<file path="src/rtl/hs_pkg.sv">
`timescale 1ns/1ps
package hs_pkg;
  localparam int GF_M = 3;
  localparam int GF_Q = 8;

  typedef logic [GF_M-1:0] gf_t;

  typedef enum logic [1:0] {
    ST_IDLE    = 2'd0,
    ST_COLLECT = 2'd1,
    ST_EVAL    = 2'd2
  } hs_state_e;

  // power of alpha -> polynomial basis (x^3 + x + 1)
  function automatic gf_t gf_antilog(input logic [2:0] e);
    gf_t r;
    case (e)
      3'd0:    r = 3'd1;
      3'd1:    r = 3'd2;
      3'd2:    r = 3'd4;
      3'd3:    r = 3'd3;
      3'd4:    r = 3'd6;
      3'd5:    r = 3'd7;
      3'd6:    r = 3'd5;
      default: r = 3'd1;
    endcase
    return r;
  endfunction

  // polynomial basis -> power of alpha (0 maps to 0, caller masks)
  function automatic logic [2:0] gf_log(input gf_t a);
    logic [2:0] r;
    case (a)
      3'd1:    r = 3'd0;
      3'd2:    r = 3'd1;
      3'd4:    r = 3'd2;
      3'd3:    r = 3'd3;
      3'd6:    r = 3'd4;
      3'd7:    r = 3'd5;
      3'd5:    r = 3'd6;
      default: r = 3'd0;
    endcase
    return r;
  endfunction

  // vector position -> field symbol: 0 is zero, k is alpha^(k-1)
  function automatic gf_t pos_to_sym(input logic [2:0] p);
    gf_t r;
    if (p == 3'd0) r = '0;
    else           r = gf_antilog(p - 3'd1);
    return r;
  endfunction
endpackage

</file>
<file path="src/rtl/hs_gf8_mul.sv">
`timescale 1ns/1ps
module hs_gf8_mul
  import hs_pkg::*;
(
  input  gf_t a_i,
  input  gf_t b_i,
  output gf_t p_o
);
  logic [3:0] log_sum;
  logic [2:0] log_mod;

  always_comb begin
    log_sum = {1'b0, gf_log(a_i)} + {1'b0, gf_log(b_i)};
    if (log_sum >= 4'd7) log_mod = 3'(log_sum - 4'd7);
    else                 log_mod = log_sum[2:0];
    if ((a_i == '0) || (b_i == '0)) p_o = '0;
    else                            p_o = gf_antilog(log_mod);
  end
endmodule

</file>
<file path="src/rtl/hs_app_decide.sv">
`timescale 1ns/1ps
module hs_app_decide
  import hs_pkg::*;
#(
  parameter int LW = 4,
  parameter int DV = 2
)(
  input  logic [GF_Q*LW-1:0]    chan_i,
  input  logic [DV*GF_Q*LW-1:0] msg_i,
  output gf_t                   sym_o
);
  localparam int PW = LW * (DV + 1);

  logic [GF_Q*PW-1:0] app_flat;
  logic [PW-1:0]      best_val;
  logic [2:0]         best_pos;

  // a-posteriori product per position (scale omitted: argmax is invariant)
  for (genvar k = 0; k < GF_Q; k++) begin : g_pos
    logic [PW-1:0] part [DV+1];
    assign part[0] = PW'(chan_i[k*LW +: LW]);
    for (genvar d = 0; d < DV; d++) begin : g_msg
      assign part[d+1] = part[d] * PW'(msg_i[(d*GF_Q+k)*LW +: LW]);
    end
    assign app_flat[k*PW +: PW] = part[DV];
  end

  // linear scan; strict compare keeps the lowest position on ties
  always_comb begin
    best_val = app_flat[0 +: PW];
    best_pos = 3'd0;
    for (int k = 1; k < GF_Q; k++) begin
      if (app_flat[k*PW +: PW] > best_val) begin
        best_val = app_flat[k*PW +: PW];
        best_pos = 3'(k);
      end
    end
  end

  // binary index -> field symbol
  assign sym_o = pos_to_sym(best_pos);
endmodule

</file>
<file path="src/rtl/hs_row_syn.sv">
`timescale 1ns/1ps
module hs_row_syn
  import hs_pkg::*;
#(
  parameter int N_VN = 6,
  parameter int DC   = 4,
  parameter int COLW = 3
)(
  input  logic [N_VN*GF_M-1:0] syms_i,
  input  logic [DC*COLW-1:0]   cols_i,
  input  logic [DC*GF_M-1:0]   coefs_i,
  output gf_t                  syn_o
);
  logic [DC*GF_M-1:0] prod_flat;

  for (genvar j = 0; j < DC; j++) begin : g_ent
    gf_t pick;
    always_comb begin
      pick = '0;
      for (int v = 0; v < N_VN; v++) begin
        if (cols_i[j*COLW +: COLW] == COLW'(v)) pick = syms_i[v*GF_M +: GF_M];
      end
    end
    hs_gf8_mul u_mul (
      .a_i (coefs_i[j*GF_M +: GF_M]),
      .b_i (pick),
      .p_o (prod_flat[j*GF_M +: GF_M])
    );
  end

  always_comb begin
    syn_o = '0;
    for (int j = 0; j < DC; j++) syn_o = syn_o ^ prod_flat[j*GF_M +: GF_M];
  end
endmodule

</file>
<file path="src/rtl/hs_iter_ctrl.sv">
`timescale 1ns/1ps
module hs_iter_ctrl
  import hs_pkg::*;
#(
  parameter int N_VN  = 6,
  parameter int N_CHK = 3,
  parameter int CNT_W = 8,
  parameter int PTRW  = 3,
  parameter int ROWW  = 2
)(
  input  logic             clk,
  input  logic             rst_n,
  input  logic             start_i,
  input  logic             vn_valid_i,
  input  logic             row_zero_i,
  input  logic [CNT_W-1:0] max_iter_i,
  output logic             wr_en_o,
  output logic [PTRW-1:0]  vn_ptr_o,
  output logic [ROWW-1:0]  row_idx_o,
  output logic             iter_done_o,
  output logic             syn_zero_o,
  output logic             stop_o,
  output logic [CNT_W-1:0] iter_cnt_o
);
  hs_state_e        state_q, state_d;
  logic [PTRW-1:0]  ptr_q, ptr_d;
  logic [ROWW-1:0]  row_q, row_d;
  logic             zacc_q, zacc_d;
  logic             done_q, done_d;
  logic             synz_q, synz_d;
  logic             stop_q, stop_d;
  logic [CNT_W-1:0] cnt_q, cnt_d;
  logic [CNT_W:0]   cnt_inc;

  assign wr_en_o = (state_q == ST_COLLECT) && vn_valid_i && !start_i;

  always_comb begin
    state_d = state_q;
    ptr_d   = ptr_q;
    row_d   = row_q;
    zacc_d  = zacc_q;
    done_d  = 1'b0;
    synz_d  = synz_q;
    stop_d  = stop_q;
    cnt_d   = cnt_q;
    cnt_inc = {1'b0, cnt_q} + 1'b1;
    if (start_i) begin
      state_d = ST_COLLECT;
      ptr_d   = '0;
      row_d   = '0;
      zacc_d  = 1'b1;
      synz_d  = 1'b0;
      stop_d  = 1'b0;
      cnt_d   = '0;
    end else begin
      case (state_q)
        ST_COLLECT: begin
          if (vn_valid_i) begin
            if (ptr_q == PTRW'(N_VN-1)) begin
              state_d = ST_EVAL;
              ptr_d   = '0;
              row_d   = '0;
              zacc_d  = 1'b1;
            end else begin
              ptr_d = ptr_q + 1'b1;
            end
          end
        end
        ST_EVAL: begin
          zacc_d = zacc_q & row_zero_i;
          if (row_q == ROWW'(N_CHK-1)) begin
            done_d  = 1'b1;
            synz_d  = zacc_q & row_zero_i;
            cnt_d   = cnt_inc[CNT_W] ? '1 : cnt_inc[CNT_W-1:0];
            stop_d  = synz_d || (cnt_inc >= {1'b0, max_iter_i});
            state_d = stop_d ? ST_IDLE : ST_COLLECT;
          end else begin
            row_d = row_q + 1'b1;
          end
        end
        ST_IDLE: ;
        default: state_d = ST_IDLE;
      endcase
    end
  end

  always_ff @(posedge clk or negedge rst_n) begin
    if (!rst_n) begin
      state_q <= ST_IDLE;
      ptr_q   <= '0;
      row_q   <= '0;
      zacc_q  <= 1'b1;
      done_q  <= 1'b0;
      synz_q  <= 1'b0;
      stop_q  <= 1'b0;
      cnt_q   <= '0;
    end else begin
      state_q <= state_d;
      ptr_q   <= ptr_d;
      row_q   <= row_d;
      zacc_q  <= zacc_d;
      done_q  <= done_d;
      synz_q  <= synz_d;
      stop_q  <= stop_d;
      cnt_q   <= cnt_d;
    end
  end

  assign vn_ptr_o    = ptr_q;
  assign row_idx_o   = row_q;
  assign iter_done_o = done_q;
  assign syn_zero_o  = synz_q;
  assign stop_o      = stop_q;
  assign iter_cnt_o  = cnt_q;
endmodule

</file>
<file path="src/rtl/gf8_hard_syndrome.sv">
`timescale 1ns/1ps
module gf8_hard_syndrome
  import hs_pkg::*;
#(
  parameter int N_VN  = 6,
  parameter int N_CHK = 3,
  parameter int DC    = 4,
  parameter int LW    = 4,
  parameter int DV    = 2,
  parameter int CNT_W = 8,
  parameter int COLW  = (N_VN > 1) ? $clog2(N_VN) : 1
)(
  input  logic                      clk,
  input  logic                      rst_n,
  input  logic                      start_i,
  input  logic [CNT_W-1:0]          max_iter_i,
  input  logic                      vn_valid_i,
  input  logic [GF_Q*LW-1:0]        chan_i,
  input  logic [DV*GF_Q*LW-1:0]     msg_i,
  input  logic [N_CHK*DC*COLW-1:0]  h_col_i,
  input  logic [N_CHK*DC*GF_M-1:0]  h_coef_i,
  output logic [N_VN*GF_M-1:0]      sym_o,
  output logic                      iter_done_o,
  output logic                      syn_zero_o,
  output logic                      stop_o,
  output logic [CNT_W-1:0]          iter_cnt_o
);
  localparam int PTRW   = (N_VN > 1) ? $clog2(N_VN) : 1;
  localparam int ROWW   = (N_CHK > 1) ? $clog2(N_CHK) : 1;
  localparam int ROW_CW = DC * COLW;
  localparam int ROW_VW = DC * GF_M;

  gf_t                 dec_sym;
  logic                wr_en;
  logic [PTRW-1:0]     vn_ptr;
  logic [ROWW-1:0]     row_idx;
  logic [N_VN*GF_M-1:0] sym_q;
  logic [ROW_CW-1:0]   row_cols;
  logic [ROW_VW-1:0]   row_coefs;
  gf_t                 row_syn;
  logic                row_zero;

  hs_app_decide #(.LW(LW), .DV(DV)) u_decide (
    .chan_i (chan_i),
    .msg_i  (msg_i),
    .sym_o  (dec_sym)
  );

  // symbol store, written in arrival order
  always_ff @(posedge clk or negedge rst_n) begin
    if (!rst_n) begin
      sym_q <= '0;
    end else if (wr_en) begin
      sym_q[vn_ptr*GF_M +: GF_M] <= dec_sym;
    end
  end

  assign row_cols  = h_col_i[row_idx*ROW_CW +: ROW_CW];
  assign row_coefs = h_coef_i[row_idx*ROW_VW +: ROW_VW];

  hs_row_syn #(.N_VN(N_VN), .DC(DC), .COLW(COLW)) u_row (
    .syms_i  (sym_q),
    .cols_i  (row_cols),
    .coefs_i (row_coefs),
    .syn_o   (row_syn)
  );

  assign row_zero = (row_syn == '0);

  hs_iter_ctrl #(
    .N_VN(N_VN), .N_CHK(N_CHK), .CNT_W(CNT_W), .PTRW(PTRW), .ROWW(ROWW)
  ) u_ctrl (
    .clk         (clk),
    .rst_n       (rst_n),
    .start_i     (start_i),
    .vn_valid_i  (vn_valid_i),
    .row_zero_i  (row_zero),
    .max_iter_i  (max_iter_i),
    .wr_en_o     (wr_en),
    .vn_ptr_o    (vn_ptr),
    .row_idx_o   (row_idx),
    .iter_done_o (iter_done_o),
    .syn_zero_o  (syn_zero_o),
    .stop_o      (stop_o),
    .iter_cnt_o  (iter_cnt_o)
  );

  assign sym_o = sym_q;
endmodule

</file>
<file path="config.mk">
export PLATFORM = sky130hd
export DESIGN_NAME = gf8_hard_syndrome
export DESIGN_NICKNAME = d
export VERILOG_FILES = /design/src/rtl/hs_pkg.sv /design/src/rtl/hs_gf8_mul.sv /design/src/rtl/hs_app_decide.sv /design/src/rtl/hs_row_syn.sv /design/src/rtl/hs_iter_ctrl.sv /design/src/rtl/gf8_hard_syndrome.sv
export SDC_FILE = /design/constraint.sdc
export NUM_CORES = 1
export LEC_CHECK = 0
export ABC_CLOCK_PERIOD_IN_PS = 13980
export CAP_MARGIN = 25
export CORE_MARGIN = 4
export CORE_UTILIZATION = 45
export DETAILED_ROUTE_END_ITERATION = 12
export HOLD_SLACK_MARGIN = 0.15
export PLACE_DENSITY = 0.69
export SETUP_SLACK_MARGIN = 0.5
export SLEW_MARGIN = 20
export SYNTH_ARGS = -nofsm -noshare
export SYNTH_HDL_FRONTEND = slang
export SYNTH_SLANG_ARGS = --single-unit
</file>
<file path="constraint.sdc">
create_clock -name clk -period 13.98 [get_ports clk]
set_input_delay 2.796 -clock clk [delete_from_list [all_inputs] [get_ports clk]]
set_output_delay 2.796 -clock clk [all_outputs]
set_load 0.05 [all_outputs]
</file>
=== Yosys cells after proc, flatten, opt, wreduce, memory -nomap -nowiden ===
Index checks and enable logic that the tools add are counted.
W data, S select, Z words.

* $mul: 18
* Div/mod/pow operators: 0
* Reduce and logical (&&, ||, !) cells: 33
* $lt $le $gt $ge: 12
* Shifts and indexed selects: 4
* Bitwise operators: 4
* Equal/unequal tests: 107
* $add $sub $neg: 13
* Multiplexer cells: 92

{| class="wikitable"
|+ Operator list
! kind !! count
|-
| $pmux W3 S6 || 13
|-
| $eq A3 B3 Y1 const B || 56
|-
| $mux W3 || 41
|-
| $eq A3 B2 Y1 const B || 34
|-
| $mul A12 B4 Y12 || 8
|-
| $gt A12 B12 Y1 || 7
|-
| $mux W12 || 6
|-
| $shiftx A36 B7 Y12 || 2
|-
| $mul A4 B4 Y8 || 8
|-
| $logic_not A3 Y1 || 14
|-
| $neg A5 Y34 || 1
|-
| $shift A3 B34 Y18 const A || 1
|-
| $shiftx A3 B34 Y18 || 1
|-
| $mux W8 || 4
|-
| $eq A3 B1 Y1 const B || 9
|-
| $mux W2 || 10
|-
| $bwmux W18 || 1
|-
| $add A3 B3 Y4 || 4
|-
| $ge A4 B3 Y1 const B || 4
|-
| $mux W1 || 14
|-
| $sub A3 B3 Y3 const B || 4
|-
| $add A8 B1 Y9 const B || 1
|-
| $ge A9 B8 Y1 || 1
|-
| $ne A3 B3 Y1 const B || 3
|-
| 23 further kinds || 36
|}

* Word-level logic and storage cells: 292
* Bits in writable memories: 0
* Input port bits: 180
* Memories kept: 0
* Output and inout port bits: 29
* Latch bits: 0
* Register bits after elaboration: 37
* Bits in read-only memories: 0

=== Logic depth before layout (Yosys ltp) ===
Gate-level depths: netlist of run 1.

* Depth in word-level cells: 27
* Depth in mapped cells: 111
* Gate-level depth less buffers: 104

=== Hierarchy ===
Synthesis of run 1 repeated with hierarchy kept, for this count alone.

* Cells, all modules: 2327
* Area total of the unflattened synthesis: 18520.3 um^2

{| class="wikitable"
|+ Modules (own cells, without submodules)
! module !! seq. area each (um^2) !! cells each !! instances !! area an instance (um^2)
|-
| hs_app_decide || 0.0 || 1735 || 1 || 13651.8
|-
| gf8_hard_syndrome || 450.4 || 147 || 1 || 1346.3
|-
| hs_iter_ctrl || 476.7 || 141 || 1 || 1261.2
|-
| hs_gf8_mul (u_row.g_ent[0].u_mul ...) || 0.0 || 56 || 3 || 391.6
|-
| hs_row_syn || 0.0 || 81 || 1 || 700.7
|-
| hs_gf8_mul (u_row.g_ent[3].u_mul) || 0.0 || 55 || 1 || 385.4
|}

=== Least setup slack after synthesis of run 1 ===
No wires, ideal clock.

* Path type: input to register
* Start point: input port chan_i[4]
* End point: register sym_q[2] (netlist: sym_o[2])
* Library setup time: 96 ps
* Data arrival time: 21790 ps
* Path slack: -7906 ps
* Stages on the path: 105
* Buffers on the path: 8
* Required time: 13884 ps
* Path through: nand2_1 > fa_1 > inv_1 > fa_1 > ha_1 > a21o_1 > a21oi_1 > xnor2_1 > and2_1 > fa_1 > inv_1 > fa_1 > inv_1 > ha_1 > and2_1 > a221o_1 > o21a_1 > nor2_1 > (+69 left out) > clkbuf_1 > nor2_1 > a21o_1 > ha_1 > nor2b_1 > o21ai_0 > nand2b_1 > a21oi_1 > nor3_1 > a2111oi_0 > nor2_1 > nor2_1 > and2_1 > ha_1 > nor2b_1 > o2111ai_2 > nand2_2 > o31ai_1

* Cells in the longest elaborated chain, start to end: 22
* Elaborated cells between the ends (all ways): 34
* Those cells by class: 1 x add/sub; 2 x mul; 7 x order compare; 6 x eq/ne; 1 x shift; 16 x mux; 1 x reduce/logical

{| class="wikitable"
|+ RTL lines
! item !! line !! RTL
|-
| start: declaration || gf8_hard_syndrome.sv:18 || <nowiki>input logic [GF_Q*LW-1:0] chan_i,</nowiki>
|-
| $mul A4 B4 Y8 * || hs_app_decide.sv:23 || <nowiki>assign part[d+1] = part[d] * PW'(msg_i[(d*GF_Q+k)*LW +: LW]);</nowiki>
|-
| $mul A12 B4 Y12 * || hs_app_decide.sv:23 ||
|-
| $gt A12 B12 Y1 || hs_app_decide.sv:33 || <nowiki>if (app_flat[k*PW +: PW] > best_val) begin</nowiki>
|-
| $mux W12 || hs_app_decide.sv:33 ||
|-
| $gt A12 B12 Y1 || hs_app_decide.sv:33 ||
|-
| $mux W12 || hs_app_decide.sv:33 ||
|-
| $gt A12 B12 Y1 || hs_app_decide.sv:33 ||
|-
| $mux W12 || hs_app_decide.sv:33 ||
|-
| (+6 left out) || -- ||
|-
| $gt A12 B12 Y1 || hs_app_decide.sv:33 ||
|-
| $mux W3 * || hs_app_decide.sv:33 ||
|-
| $sub A3 B1 Y3 || hs_pkg.sv:50 || <nowiki>else r = gf_antilog(p - 3'd1);</nowiki>
|-
| $eq A3 B3 Y1 (tied with other cells) || hs_pkg.sv:17 || <nowiki>case (e)</nowiki>
|-
| $pmux W3 S6 || hs_pkg.sv:17 ||
|-
| $mux W3 * || hs_pkg.sv:49 || <nowiki>if (p == 3'd0) r = '0;</nowiki>
|-
| $shiftx A3 B34 Y18 * || gf8_hard_syndrome.sv:54 || <nowiki>sym_q[vn_ptr*GF_M +: GF_M] <= dec_sym;</nowiki>
|-
| $bwmux W18 * || gf8_hard_syndrome.sv:54 ||
|-
| end signal: indexed assignment || gf8_hard_syndrome.sv:54 ||
|-
| end: declaration || gf8_hard_syndrome.sv:37 || <nowiki>logic [N_VN*GF_M-1:0] sym_q;</nowiki>
|}

Mark *: on every way between the ends. The rest lies on a longest branch, timed or not.
A chain may end at the register's enable or synchronous reset.

=== Final worst setup path of run 1 ===
* Start point: input port chan_i[5]
* End point: register sym_q[12] (netlist: sym_o[12])

The elaborated chain is that of the path after synthesis.

==> results of run 1 <==
-- cell usage after synthesis (all sizes together), types with 10 or more instances --
cell / n
ha: 338
inv: 307
nand2: 251
a21oi: 179
and2: 174
fa: 132
nor2: 116
xnor2: 95
o21ai: 83
mux2i: 75
a21o: 62
nand2b: 53
nand3: 48
o21bai: 38
dfrtp: 36
nor2b: 34
xor2: 31
and3: 26
nor3: 26
clkbuf: 24
o21a: 21
a211oi: 19
o31ai: 16
nand4: 14
mux2: 12
buf: 10
-- repair_timing --
item,CTS,global route
endpoints found under the hold margin,0,0
endpoints found under the setup margin,18,18
pin swaps,70,56
hold buffers,0,0
resized for setup,141,88
buffers inserted,53,16
cloned,2,0
-- path summary, 6_finish.rpt --
kind | start | end | slack (ns) | cells past startpoint
hold reg to reg | u_ctrl.syn_zero_o$_DFFE_PN0P_ | u_ctrl.syn_zero_o$_DFFE_PN0P_ | 0.52 | 2
hold / removal | u_ctrl.syn_zero_o$_DFFE_PN0P_ | u_ctrl.syn_zero_o$_DFFE_PN0P_ | 0.52 | 2
setup reg to reg | u_ctrl.row_idx_o[0]$_DFFE_PN0P_ | u_ctrl.state_q[0]$_DFFE_PN0P_ | 7.15 | 25
max in group asynchronous | rst_n | u_ctrl.zacc_q$_DFFE_PN1P_ | 10.68 | 2
setup / recovery | chan_i[5] | sym_o[12]$_DFFE_PN0P_ | -6.26 | 102
min in group asynchronous | rst_n | u_ctrl.iter_cnt_o[6]$_DFFE_PN0P_ | 2.94 | 2
-- critical path: cells and delay by family --
kind	cells	cell delay (ns)
multiplexers	4	0.68
AND/OR/NAND/NOR	34	4.67
buffers and inverters	13	1.41
XOR/XNOR	2	0.19
AO/OA/AOI/OAI	35	6.18
adder cells (fa/ha/maj)	14	4.47
-- layout make-up --
type	count	area [µm²]
Clock inverter	3	17.5
Clock buffer	5	125
Fill cell	3423	14500
Timing Repair inverter	1	7.51
Timing Repair Buffer	634	5350
Tap cell	525	657
Inverter	307	1150
Multi-Input combinational cell	1949	17100
Sequential cell	37	927
-- cell families (layout without fill, tap and decap cells) --
group / count (synthesis) / in the layout / share of synthesized area, %
flops: 37 / 37 / 5.11
mux: 87 / 87 / 4.90
xor+xnor: 126 / 126 / 6.08
simple gates: 773 / 774 / 21.5
fa+ha+maj: 470 / 470 / 37.9
compound gates: 492 / 492 / 17.4
buf+inv: 341 / 950 / 7.16
-- registers in the layout (all words and copies together) (netlist names) --
register and count:
sym_o 18, u_ctrl.iter_cnt_o 8, u_ctrl.vn_ptr_o 3, u_ctrl.row_idx_o 2, u_ctrl.state_q 2, u_ctrl.iter_done_o 1
u_ctrl.stop_o 1, u_ctrl.syn_zero_o 1, u_ctrl.zacc_q 1
-- cell usage in the layout, fill, tap and decap left out, drive strengths merged, types with 5 or more instances in the layout --
cell / Yosys / final
buf: 10 / 432
ha: 338 / 338
inv: 307 / 307
nand2: 251 / 251
clkdlybuf4s50: 0 / 194
a21oi: 179 / 179
and2: 174 / 174
fa: 132 / 132
nor2: 116 / 117
xnor2: 95 / 95
o21ai: 83 / 83
mux2i: 75 / 75
a21o: 62 / 62
nand2b: 53 / 53
nand3: 48 / 48
o21bai: 38 / 38
dfrtp: 36 / 36
nor2b: 34 / 34
xor2: 31 / 31
and3: 26 / 26
nor3: 26 / 26
o21a: 21 / 21
a211oi: 19 / 19
o31ai: 16 / 16
nand4: 14 / 14
mux2: 12 / 12
o211ai: 7 / 7
dlygate4sd2: 0 / 7
o22ai: 7 / 7
a22oi: 7 / 7
o31a: 7 / 7
o22a: 6 / 6
or3: 6 / 6
or2: 6 / 6
clkbuf: 24 / 5
nor4: 5 / 5
and4: 5 / 5
-- stage by stage --
stage,instances,worst slack (ns),util (%)
final,3461,-6.26,63.5
after floorplan,2326,-6.05,-
after global routing,3461,-7.23,63.5
after CTS,3444,-6.00,62.0
after global placement,3381,-6.68,59.4
after detailed placement,3381,-7.31,59.4
-- layer usage --
layer	vias to the layer above	track usage, %	part of all wire, %
met5	-	0	0
met4	0	4.19	1.8
met3	72	1.83	3.3
met2	349	40.3	50
met1	8638	28.3	45
li1	9146	-	-
==> metrics.yaml, run 1 <==
status: "finished with violations"
failed_checks: "negative setup slack"
die_area_um2: 43600
fin_ws_ns: -6.26
initialDrtViolationCount: 876
h-tree-depth: 2
cap_violations: 0
ys_warn_count: 0
synth_nets: 2976
synth-main-ff-cell: "dfrtp_1"
hpwl_mm: 41.8
cp_max_fo: 8
fmax_mhz: 49.4
cp_common_cell: "nor2_2"
start_util_pct: 45.6
seq_area_frac_synth_pct: 5.11
rsz0062_at_grt: "yes"
synth_edf_count: 0
report.final.slew_viol_count: 0
tritoncts: "yes"
relSlewSlack_pct: 28.6
path_clk_slew_ns: 0.06
grtUsageTotal_pct: 21.9
cts.sinks: 37
detail-route-antenna-nets: 0
vias: 18200
gr-total-overflow: 0
clockRootBuffer: "clkbuf_16"
die_height_um: 209
diodes: 0
rows: 73
grt_pass1_wl_mm: 84.5
final_area_um2: 25300
clock_skew_ns: 0.00843
boundaryPins: 209
core_um2: 39800
synthTopCellsByArea: "ha_1 23%, fa_1 15%, inv_1 6.3%, and2_1 6.0%, nand2_1 5.2%"
wl_per_cell_um: 14.5
hold_ws_ns: 0.522
final_nets: 3585
critPathSlowestCell: "fa_1"
insertion_delay_ns: 0.28
syn_to_final_growth_pct: 39.4
finalSetupViolations: 18
grt_pass1_vias: 18700
post-route-drc-count: 0
finalSetupTns_ns: -108.08
min_period_over_period_pct: 145
syn_area_per_cell_um2: 7.80
wl_mm: 50.3
die_x_um: 209
required_ns: 14.14
ys_types: 82
port_buffers: 208
dpl_cell_area_um2: 23600
async_reset_ff_share_pct: 100
grt_max_degree: 38
crit_type: "input port to flop"
min_path_type: "flop to flop"
syn_area_um2: 18100
gp_congestion: 0.936
drive_gt1_share_pct: 21.7
worstPathArrival_ns: 20.40
via_per_inst: 5.26
tightest_slew_ns: 1.06
ys_ff_latch: 37
cts_buffers: 5
synthCells: 2326
netlist.area_leader.share_pct: 23.3
antenna_found_initial: 0
drt_pass1_iterations: 5
cp-end-kind: "flop"
period_needed_ns: 20.24
yosys.area.top_type: "ha_1"
clock_path_buffers: 2
start_kind: "input port"
finalHoldViolations: 0
max_stage_delay_ns: 0.54
Power of run 1 is left out: the tool's default activity adds up to more than one toggle a clock period on the data nets, which glitch-free logic cannot reach.
==> run 2: changes to the inputs <==
==> constraint.sdc (replaced) <==
create_clock -name clk -period 13.98 [get_ports clk]
set_input_delay 2.796 -clock clk [delete_from_list [all_inputs] [get_ports clk]]
set_output_delay 2.796 -clock clk [all_outputs]
set_load 0.005 [all_outputs]
==> results of run 2 <==
No change in the layout: final DEF, timing and power equal those of run 1.
Power of run 2 is left out for the same reason.
